File: config.mk
export PLATFORM = sky130hd
export DESIGN_NAME = ipi_dest_match
export DESIGN_NICKNAME = d
export VERILOG_FILES = /design/src/rtl/ipi_match_pkg.sv /design/src/rtl/ipi_dest_cfg.sv /design/src/rtl/ipi_dest_decode.sv /design/src/rtl/ipi_dest_pipe.sv /design/src/rtl/ipi_dest_match.sv
export SDC_FILE = /design/constraint.sdc
export NUM_CORES = 1
export LEC_CHECK = 0
export ABC_AREA = 1
export CAP_MARGIN = 15
export CELL_PAD_IN_SITES_DETAIL_PLACEMENT = 1
export CELL_PAD_IN_SITES_GLOBAL_PLACEMENT = 2
export CORE_MARGIN = 2
export CORE_UTILIZATION = 33
export CTS_CLUSTER_DIAMETER = 50
export CTS_CLUSTER_SIZE = 28
export DETAILED_ROUTE_END_ITERATION = 7
export DONT_BUFFER_PORTS = 1
export GPL_TIMING_DRIVEN = 0
export PLACE_DENSITY = 0.86
export SLEW_MARGIN = 20
export SYNTH_ARGS = -nofsm -noshare
export SYNTH_HDL_FRONTEND = slang
export SYNTH_SLANG_ARGS = --single-unit
File: constraint.sdc
create_clock -name clk -period 3.1 [get_ports clk]
set_input_delay 0 -clock clk [delete_from_list [all_inputs] [get_ports clk]]
set_output_delay 0 -clock clk [all_outputs]
set_load 0.02 [all_outputs]
File: src/rtl/ipi_match_pkg.sv
package ipi_match_pkg;
  localparam int FMT_W = 4;
  localparam logic [FMT_W-1:0] FMT_FLAT    = 4'hF;
  localparam logic [FMT_W-1:0] FMT_CLUSTER = 4'h0;

  typedef enum logic [1:0] {
    SH_NONE   = 2'b00,
    SH_SELF   = 2'b01,
    SH_ALL    = 2'b10,
    SH_OTHERS = 2'b11
  } short_e;

  typedef enum logic [1:0] {
    CFG_ID   = 2'd0,
    CFG_LDR  = 2'd1,
    CFG_FMT  = 2'd2,
    CFG_NONE = 2'd3
  } cfg_sel_e;

  typedef struct packed {
    logic match;
    logic fmt_err;
  } verdict_t;
endpackage

File: src/rtl/ipi_dest_cfg.sv
module ipi_dest_cfg
  import ipi_match_pkg::*;
#(
  parameter int REG_W = 32,
  parameter int ID_W  = 8,
  parameter logic [ID_W-1:0] RESET_ID = '0
) (
  input  logic              clk,
  input  logic              rst_n,
  input  logic              we,
  input  logic [1:0]        sel,
  input  logic [REG_W-1:0]  wdata,
  input  logic              ext_mode,
  output logic [ID_W-1:0]   id_q,
  output logic [REG_W-1:0]  ldr_q,
  output logic [FMT_W-1:0]  fmt_q,
  output logic              ext_q
);
  localparam int NIB      = ID_W / 2;
  localparam int CL_SHIFT = REG_W / 2;

  logic [REG_W-1:0] entry_ldr;
  logic             entering;

  assign entering  = ext_mode && !ext_q;
  assign entry_ldr = (REG_W'({id_q[ID_W-1:NIB], {NIB{1'b0}}}) << CL_SHIFT)
                   | (REG_W'(1) << id_q[NIB-1:0]);

  always_ff @(posedge clk or negedge rst_n) begin
    if (!rst_n) begin
      id_q  <= RESET_ID;
      ldr_q <= '0;
      fmt_q <= FMT_FLAT;
      ext_q <= 1'b0;
    end else begin
      ext_q <= ext_mode;
      if (entering) begin
        ldr_q <= entry_ldr;
      end else if (we && !ext_mode) begin
        unique case (cfg_sel_e'(sel))
          CFG_ID:  id_q  <= wdata[REG_W-1 -: ID_W];
          CFG_LDR: ldr_q <= wdata;
          CFG_FMT: fmt_q <= wdata[REG_W-1 -: FMT_W];
          default: ;
        endcase
      end
    end
  end
endmodule

File: src/rtl/ipi_dest_decode.sv
module ipi_dest_decode
  import ipi_match_pkg::*;
#(
  parameter int REG_W = 32,
  parameter int ID_W  = 8
) (
  input  logic [REG_W-1:0] dest,
  input  logic             logical,
  input  logic [1:0]       short_code,
  input  logic             from_self,
  input  logic [ID_W-1:0]  id,
  input  logic [REG_W-1:0] ldr,
  input  logic [FMT_W-1:0] fmt,
  input  logic             ext,
  output verdict_t         verdict
);
  localparam int NIB = ID_W / 2;

  logic [ID_W-1:0] dest_lo;
  logic [ID_W-1:0] ldr_hi;
  logic phys_hit, flat_hit, cluster_hit, ext_hit;

  assign dest_lo     = dest[ID_W-1:0];
  assign ldr_hi      = ldr[REG_W-1 -: ID_W];
  assign phys_hit    = (dest_lo == {ID_W{1'b1}}) || (dest_lo == id);
  assign flat_hit    = |(ldr_hi & dest_lo);
  assign cluster_hit = (ldr_hi[ID_W-1:NIB] == dest_lo[ID_W-1:NIB])
                    && |(ldr_hi[NIB-1:0] & dest_lo[NIB-1:0]);
  assign ext_hit     = |(ldr & dest);

  always_comb begin
    verdict = '0;
    unique case (short_e'(short_code))
      SH_SELF:   verdict.match = from_self;
      SH_ALL:    verdict.match = 1'b1;
      SH_OTHERS: verdict.match = !from_self;
      default: begin
        if (!logical)            verdict.match = phys_hit;
        else if (ext)            verdict.match = ext_hit;
        else if (fmt == FMT_FLAT)    verdict.match = flat_hit;
        else if (fmt == FMT_CLUSTER) verdict.match = cluster_hit;
        else                     verdict.fmt_err = 1'b1;
      end
    endcase
  end
endmodule

File: src/rtl/ipi_dest_pipe.sv
module ipi_dest_pipe
  import ipi_match_pkg::*;
(
  input  logic     clk,
  input  logic     rst_n,
  input  logic     in_valid,
  output logic     in_ready,
  input  verdict_t in_v,
  output logic     out_valid,
  input  logic     out_ready,
  output verdict_t out_v
);
  assign in_ready = !out_valid || out_ready;

  always_ff @(posedge clk or negedge rst_n) begin
    if (!rst_n) begin
      out_valid <= 1'b0;
      out_v     <= '0;
    end else if (in_valid && in_ready) begin
      out_valid <= 1'b1;
      out_v     <= in_v;
    end else if (out_ready) begin
      out_valid <= 1'b0;
    end
  end
endmodule

File: src/rtl/ipi_dest_match.sv
module ipi_dest_match
  import ipi_match_pkg::*;
#(
  parameter int REG_W = 32,
  parameter int ID_W  = 8,
  parameter logic [ID_W-1:0] RESET_ID = '0
) (
  input  logic             clk,
  input  logic             rst_n,
  input  logic             cfg_we,
  input  logic [1:0]       cfg_sel,
  input  logic [REG_W-1:0] cfg_wdata,
  input  logic             ext_mode,
  input  logic             msg_valid,
  output logic             msg_ready,
  input  logic [REG_W-1:0] msg_dest,
  input  logic             msg_logical,
  input  logic [1:0]       msg_short,
  input  logic             msg_from_self,
  output logic             res_valid,
  input  logic             res_ready,
  output logic             res_match,
  output logic             res_fmt_err
);
  logic [ID_W-1:0]  id_q;
  logic [REG_W-1:0] ldr_q;
  logic [FMT_W-1:0] fmt_q;
  logic             ext_q;
  verdict_t         v_now, v_out;

  ipi_dest_cfg #(.REG_W(REG_W), .ID_W(ID_W), .RESET_ID(RESET_ID)) u_cfg (
    .clk(clk), .rst_n(rst_n), .we(cfg_we), .sel(cfg_sel), .wdata(cfg_wdata),
    .ext_mode(ext_mode), .id_q(id_q), .ldr_q(ldr_q), .fmt_q(fmt_q), .ext_q(ext_q)
  );

  ipi_dest_decode #(.REG_W(REG_W), .ID_W(ID_W)) u_dec (
    .dest(msg_dest), .logical(msg_logical), .short_code(msg_short),
    .from_self(msg_from_self), .id(id_q), .ldr(ldr_q), .fmt(fmt_q),
    .ext(ext_q), .verdict(v_now)
  );

  ipi_dest_pipe u_pipe (
    .clk(clk), .rst_n(rst_n), .in_valid(msg_valid), .in_ready(msg_ready),
    .in_v(v_now), .out_valid(res_valid), .out_ready(res_ready), .out_v(v_out)
  );

  assign res_match   = v_out.match;
  assign res_fmt_err = v_out.fmt_err;
endmodule

Word level (Yosys, flattened, before mapping):

Cells that the tools add are included.

* register bits after elaboration: 48
* output and inout bits: 4
* bits of input ports: 76
* logic and storage cells: 59

* bitwise logic cells: 5
* eq/ne operators: 9
* shift-type cells: 1
* multiplexer cells: 15
* reduce and logical (&&, ||, !) cells: 22

Operator list (number)
* $mux W32: 3
* $and A32 B32 Y32: 1
* $or A24 B32 Y32: 1
* $reduce_or A32 Y1: 1
* $shl A1 B4 Y32 const A: 1
* $mux W1: 11
* $and A8 B8 Y8: 1
* $eq A8 B8 Y1: 1
* $eq A8 B8 Y1 const B: 1
* $reduce_or A8 Y1: 1
* $eq A2 B2 Y1 const B: 3
* $reduce_and A3 Y1: 2
* $reduce_bool A2 Y1: 3
* $and A4 B4 Y4: 1
* $eq A2 B1 Y1 const B: 2
* $eq A4 B4 Y1: 1
* $eq A4 B4 Y1 const B: 1
* $logic_and A1 B1 Y1: 4
* $logic_not A1 Y1: 4
* $logic_not A4 Y1: 1
* $reduce_or A4 Y1: 1
* $pmux W1 S3: 1
* $reduce_or A3 Y1: 1
* $logic_not A2 Y1: 1
* 3 further kinds: 4

Logic depth before layout (Yosys ltp):

* depth in word-level cells: 8
* depth in mapped cells: 11
* gate-level depth less buffers: 11

Hierarchy:

A second synthesis with hierarchy kept.

* cell total of the unflattened synthesis: 422
* area, all modules: 2859.0 sq um

By module, submodules not included
* ipi_dest_cfg: cells an instance 266, seq. area each 1131.1 sq um, times used 1, area an instance 2102.0 sq um
* ipi_dest_decode: cells an instance 143, seq. area each 0.0 sq um, times used 1, area an instance 626.9 sq um
* ipi_dest_pipe: cells an instance 13, seq. area each 75.1 sq um, times used 1, area an instance 130.1 sq um

Worst setup path after synthesis:

No wires, ideal clock.

* path kind: register -> register
* start: register u_cfg.ldr_q[31]
* end: register u_pipe.out_v[1] (netlist bit)
* stages on the path, launching flop included: 11
* buffers on the path: 0
* path slack: 1.812 ns
* data required time: 3.035 ns
* arrival: 1.223 ns
* cells stage by stage: dfrtp_1 ha_1 nor2_1 nand2_1 o21ai_0 nand2_1 nand2_1 nand3_1 nand2_1 nand2_1 nand2_1

* word-level cells in the longest chain between the ends: 7
* elaborated cells between the ends (all ways): 11
* those cells by class: 1 x eq/ne; 5 x mux; 2 x bitwise; 3 x reduce/logical

RTL lines
* from (decl): line ipi_dest_cfg.sv:15 `output logic [REG_W-1:0] ldr_q,`
* from (signal assigned): line ipi_dest_cfg.sv:38 `ldr_q <= entry_ldr;`
* from (signal assigned): line ipi_dest_cfg.sv:42 `CFG_LDR: ldr_q <= wdata;`
* $eq A4 B4 Y1: line ipi_dest_decode.sv:27 `assign cluster_hit = (ldr_hi[ID_W-1:NIB] == dest_lo[ID_W-1:NIB])`
* $logic_and A1 B1 Y1: line ipi_dest_decode.sv:28 `&& |(ldr_hi[NIB-1:0] & dest_lo[NIB-1:0]);`
* $mux W1: line ipi_dest_decode.sv:41 `else if (fmt == FMT_CLUSTER) verdict.match = cluster_hit;`
* $mux W1: line ipi_dest_decode.sv:40 `else if (fmt == FMT_FLAT) verdict.match = flat_hit;`
* $mux W1 *: line ipi_dest_decode.sv:39 `else if (ext) verdict.match = ext_hit;`
* $mux W1 *: line ipi_dest_decode.sv:38 `if (!logical) verdict.match = phys_hit;`
* $pmux W1 S3 *: line ipi_dest_decode.sv:33 `unique case (short_e'(short_code))`
* to (signal assigned): line ipi_dest_pipe.sv:21 `out_v <= in_v;`
* to (decl): line ipi_dest_pipe.sv:11 `output verdict_t out_v`

Mark *: on every way between the ends. The rest lies on a longest branch, timed or not.
A chain may end at the register's enable or synchronous reset.

Final worst setup path:

* start: register u_cfg.ldr_q[29]
* end: register u_pipe.out_v[1] (netlist bit)

The elaborated chain is that of the path after synthesis.

==> impl_metrics.ini <==
[status]
status = complete, no violations

[drt]
drtIter0Drc = 107
via_count = 2581
wl_met3_microns = 308
dr_wl_met2_mm = 4.31
vias_per_cell = 5.00
top_layer_used = met4
first_pass_iters = 4
routedWlPerCell_microns = 16.8
routed_wirelength_mm = 8.69
ant_nets = 0
drc = 0
met1_length_mm = 3.95

[worst_setup_path]
slowest_delay_ns = 0.54
cp-start-kind = register
criticalPathCategory = register to register
worst-path-buf-inv = 1
crit_arrival_ns = 2.28
crit_path_top_delay_cell = dlygate4sd3_1
cpMostUsedCell = nand2_1
critPathRequiredTime_ns = 3.35
cp_cell_sequence = ha_1 -> nor2_1 -> nand2_1 -> o21ai_0 -> nand2_1 -> nand2_1 -> nand3_1 -> nand2_1 -> nand2_1 -> dlygate4sd3_1 -> nand2_1
end_kind = register
cp_max_fo = 3
crit_family = simple AND/OR/NAND/NOR gates

[global_routing]
first_global_vias = 2821
grt_antenna_before_repair = 0
grt.total_usage_pct = 20.6
grt_pass1_wl_mm = 13.8
overflow = 0
grt_max_degree = 49

[clock_tree]
cts_made_buffers = 5
h-tree-depth = 2
tritoncts = done
cts_setup_buffers = 0
clockRootBuffer = clkbuf_8
clockBufferDepth = 2
clk_latency_ns = 0.31
path_clk_slew_ns = 0.10
clock-sinks = 48

[yosys]
synthesis.area_sq_um = 2660
synth-compound-area-share_pct = 13.4
synth-xor-area-share_pct = 1.32
synthAdderAreaFrac_pct = 1.88
synth_top_area_share_pct = 41.4
synthTopCellsByArea = dfrtp_1 41%, nand2_1 13%, nor2_1 7.5%, a21oi_1 6.0%, inv_1 5.1%
syn_area_per_cell_sq_um = 7.38
synth-edff-count = 0
ys_types = 28
synth_nets = 441
ys_async_sr_fraction_pct = 100
synth-simple-area-share_pct = 29.9
synth-main-ff-cell = dfrtp_1
syn_inst = 361
synth_top_family_by_area = simple AND/OR/NAND/NOR gates
yosys.area.top_type = dfrtp_1
synth-seq-area-share_pct = 45.3
synth_seq_cells = 48
synth-warning-count = 0
synth_mux_area_share_pct = 0

[timing]
finalMaxSlewViolations = 0
rsz0062_at_grt = false
relSlewSlack_pct = 68.1
fin_tns_setup_ns = 0
final.min_clock_period_ns = 2.03
worstMarginPinSlew_ns = 0.479
hold_slack_ns = 0.00735
fin_crit_sh_pct = 65.4
max_freq_ghz = 0.493
fin_skew_ns = 0.0105
hold_violations = 0
setup_viol = 0

[place]
place_area_sq_um = 2790
portBuffers = 0
dp_cells = 463
globalplace.congestion = 0.773
hpwl_mm = 6.35

[layout]
nets = 493
layout_commonest_cell = nand2_1
drive_gt1_share_pct = 8.45
final_core_util_pct = 43.5
fillCellCount = 993
layout.cells.non_filler = 516
n_antenna_cell = 0
design_area_sq_um = 3380
final_cell_mix = 91 x nand2_1, 53 x nor2_1, 44 x dlygate4sd3_1, 44 x dfrtp_1, 36 x inv_1
areaGrowthSynthToFinish_pct = 26.9

[power]
vdd_drop_max_v = 0.000182
leakagePower_uw = 0.00161
pwr_density_cell_nw_per_um2 = 488

[job]
maxCapViolCount = 0

[die]
core_area_sq_um = 7770
die_x_microns = 93.8
io_pins = 80
fp.dieH_microns = 93.8
die_area_sq_um = 8800
initial_core_util_pct = 34.3
row_count = 32

[hold_path]
min_path_type = input pin to register
## report_power, final
part / switching (uW) / total [uW] / internal (uW)
Clock: 231 / 495 / 264
Combinational: 201 / 362 / 161
Sequential: 73.8 / 793 / 719
## logic make-up (layout without fill, tap and decap cells)
family / after synthesis / after routing
xor gates and xnor gates: 4 / 4
AOI/OAI and AO/OA: 66 / 66
and+or+nand+nor: 189 / 189
buffers and inverters: 50 / 103
adders and majority gates: 4 / 4
DFF: 48 / 48
## Yosys cell counts (2+ instances only)
cell type	number
a21oi_1	32
a21oi_2	3
buf_2	5
buf_4	2
buf_6	2
dfrtp_1	44
dfstp_2	4
ha_1	4
inv_1	36
inv_2	3
nand2_1	91
nand2_2	3
nand3_1	26
nand4_1	4
nor2_1	53
nor3_1	8
o21ai_0	26
o22ai_1	2
xnor2_1	4
## worst register-to-register path: cells and delay by family (launching register included)
kind / cells / cell delay [ns]
adder cells (fa/ha/maj): 1 / 0.29
AND/OR/NAND/NOR: 8 / 0.56
flip-flops: 1 / 0.43
buffers and inverters: 1 / 0.54
AO/OA/AOI/OAI: 1 / 0.15
## area by class of cell
type                       instances  area [sq um]  share of cell area [%]
timing repair buffer              45           468                    13.8
sequential                        48          1210                    35.7
tap                              102           128                    3.78
buffer                            11          70.1                    2.07
inverter                          39           146                    4.33
clock inverter                     2          38.8                    1.15
multi-input combinational        263          1240                    36.7
clock buffer                       6          82.6                    2.44
## state kept, by name (all words and copies together), names as in the netlist
| name | count |
|---|---|
| u_cfg.fmt_q | 4 |
| u_cfg.ldr_q | 32 |
| u_pipe.out_valid | 1 |
| u_pipe.out_v | 2 |
| u_cfg.ext_q | 1 |
| u_cfg.id_q | 8 |
## routing by layer
metal | vias to the layer above | GRT usage (%)
met2 | 48 | 35.9
met4 | 0 | 5.19
met5 | - | 0
met3 | 10 | 3.45
met1 | 1256 | 26.6
li1 | 1267 | -
## final timing paths
path                            startpoint         endpoint  slack [ns]  depth (start not counted)
setup / recovery           u_cfg.ldr_q[29]  u_pipe.out_v[1]        1.07                         11
hold / removal                  cfg_sel[1]   u_cfg.fmt_q[2]       0.007                          2
setup reg to reg           u_cfg.ldr_q[29]  u_pipe.out_v[1]        1.07                         11
hold reg to reg            u_cfg.ldr_q[17]  u_cfg.ldr_q[17]        0.53                          2
max in group asynchronous            rst_n   u_cfg.fmt_q[1]        2.63                          2
min in group asynchronous            rst_n   u_cfg.ldr_q[6]        0.20                          2
## what timing repair did
action | in CTS | in global routing
hold buffers | 45 | 0
endpoints found under the hold margin | 96 | 0
gates resized for setup | 0 | 0
## metrics by stage
stage               setup WS, ns  power, uW
finish                      1.07       1650
global placement            1.72       1080
floorplan                   1.81       1010
global route               0.965       1750
detailed placement          1.65       1100
CTS                         1.06       1660
Power figures use the tool's default switching activity.
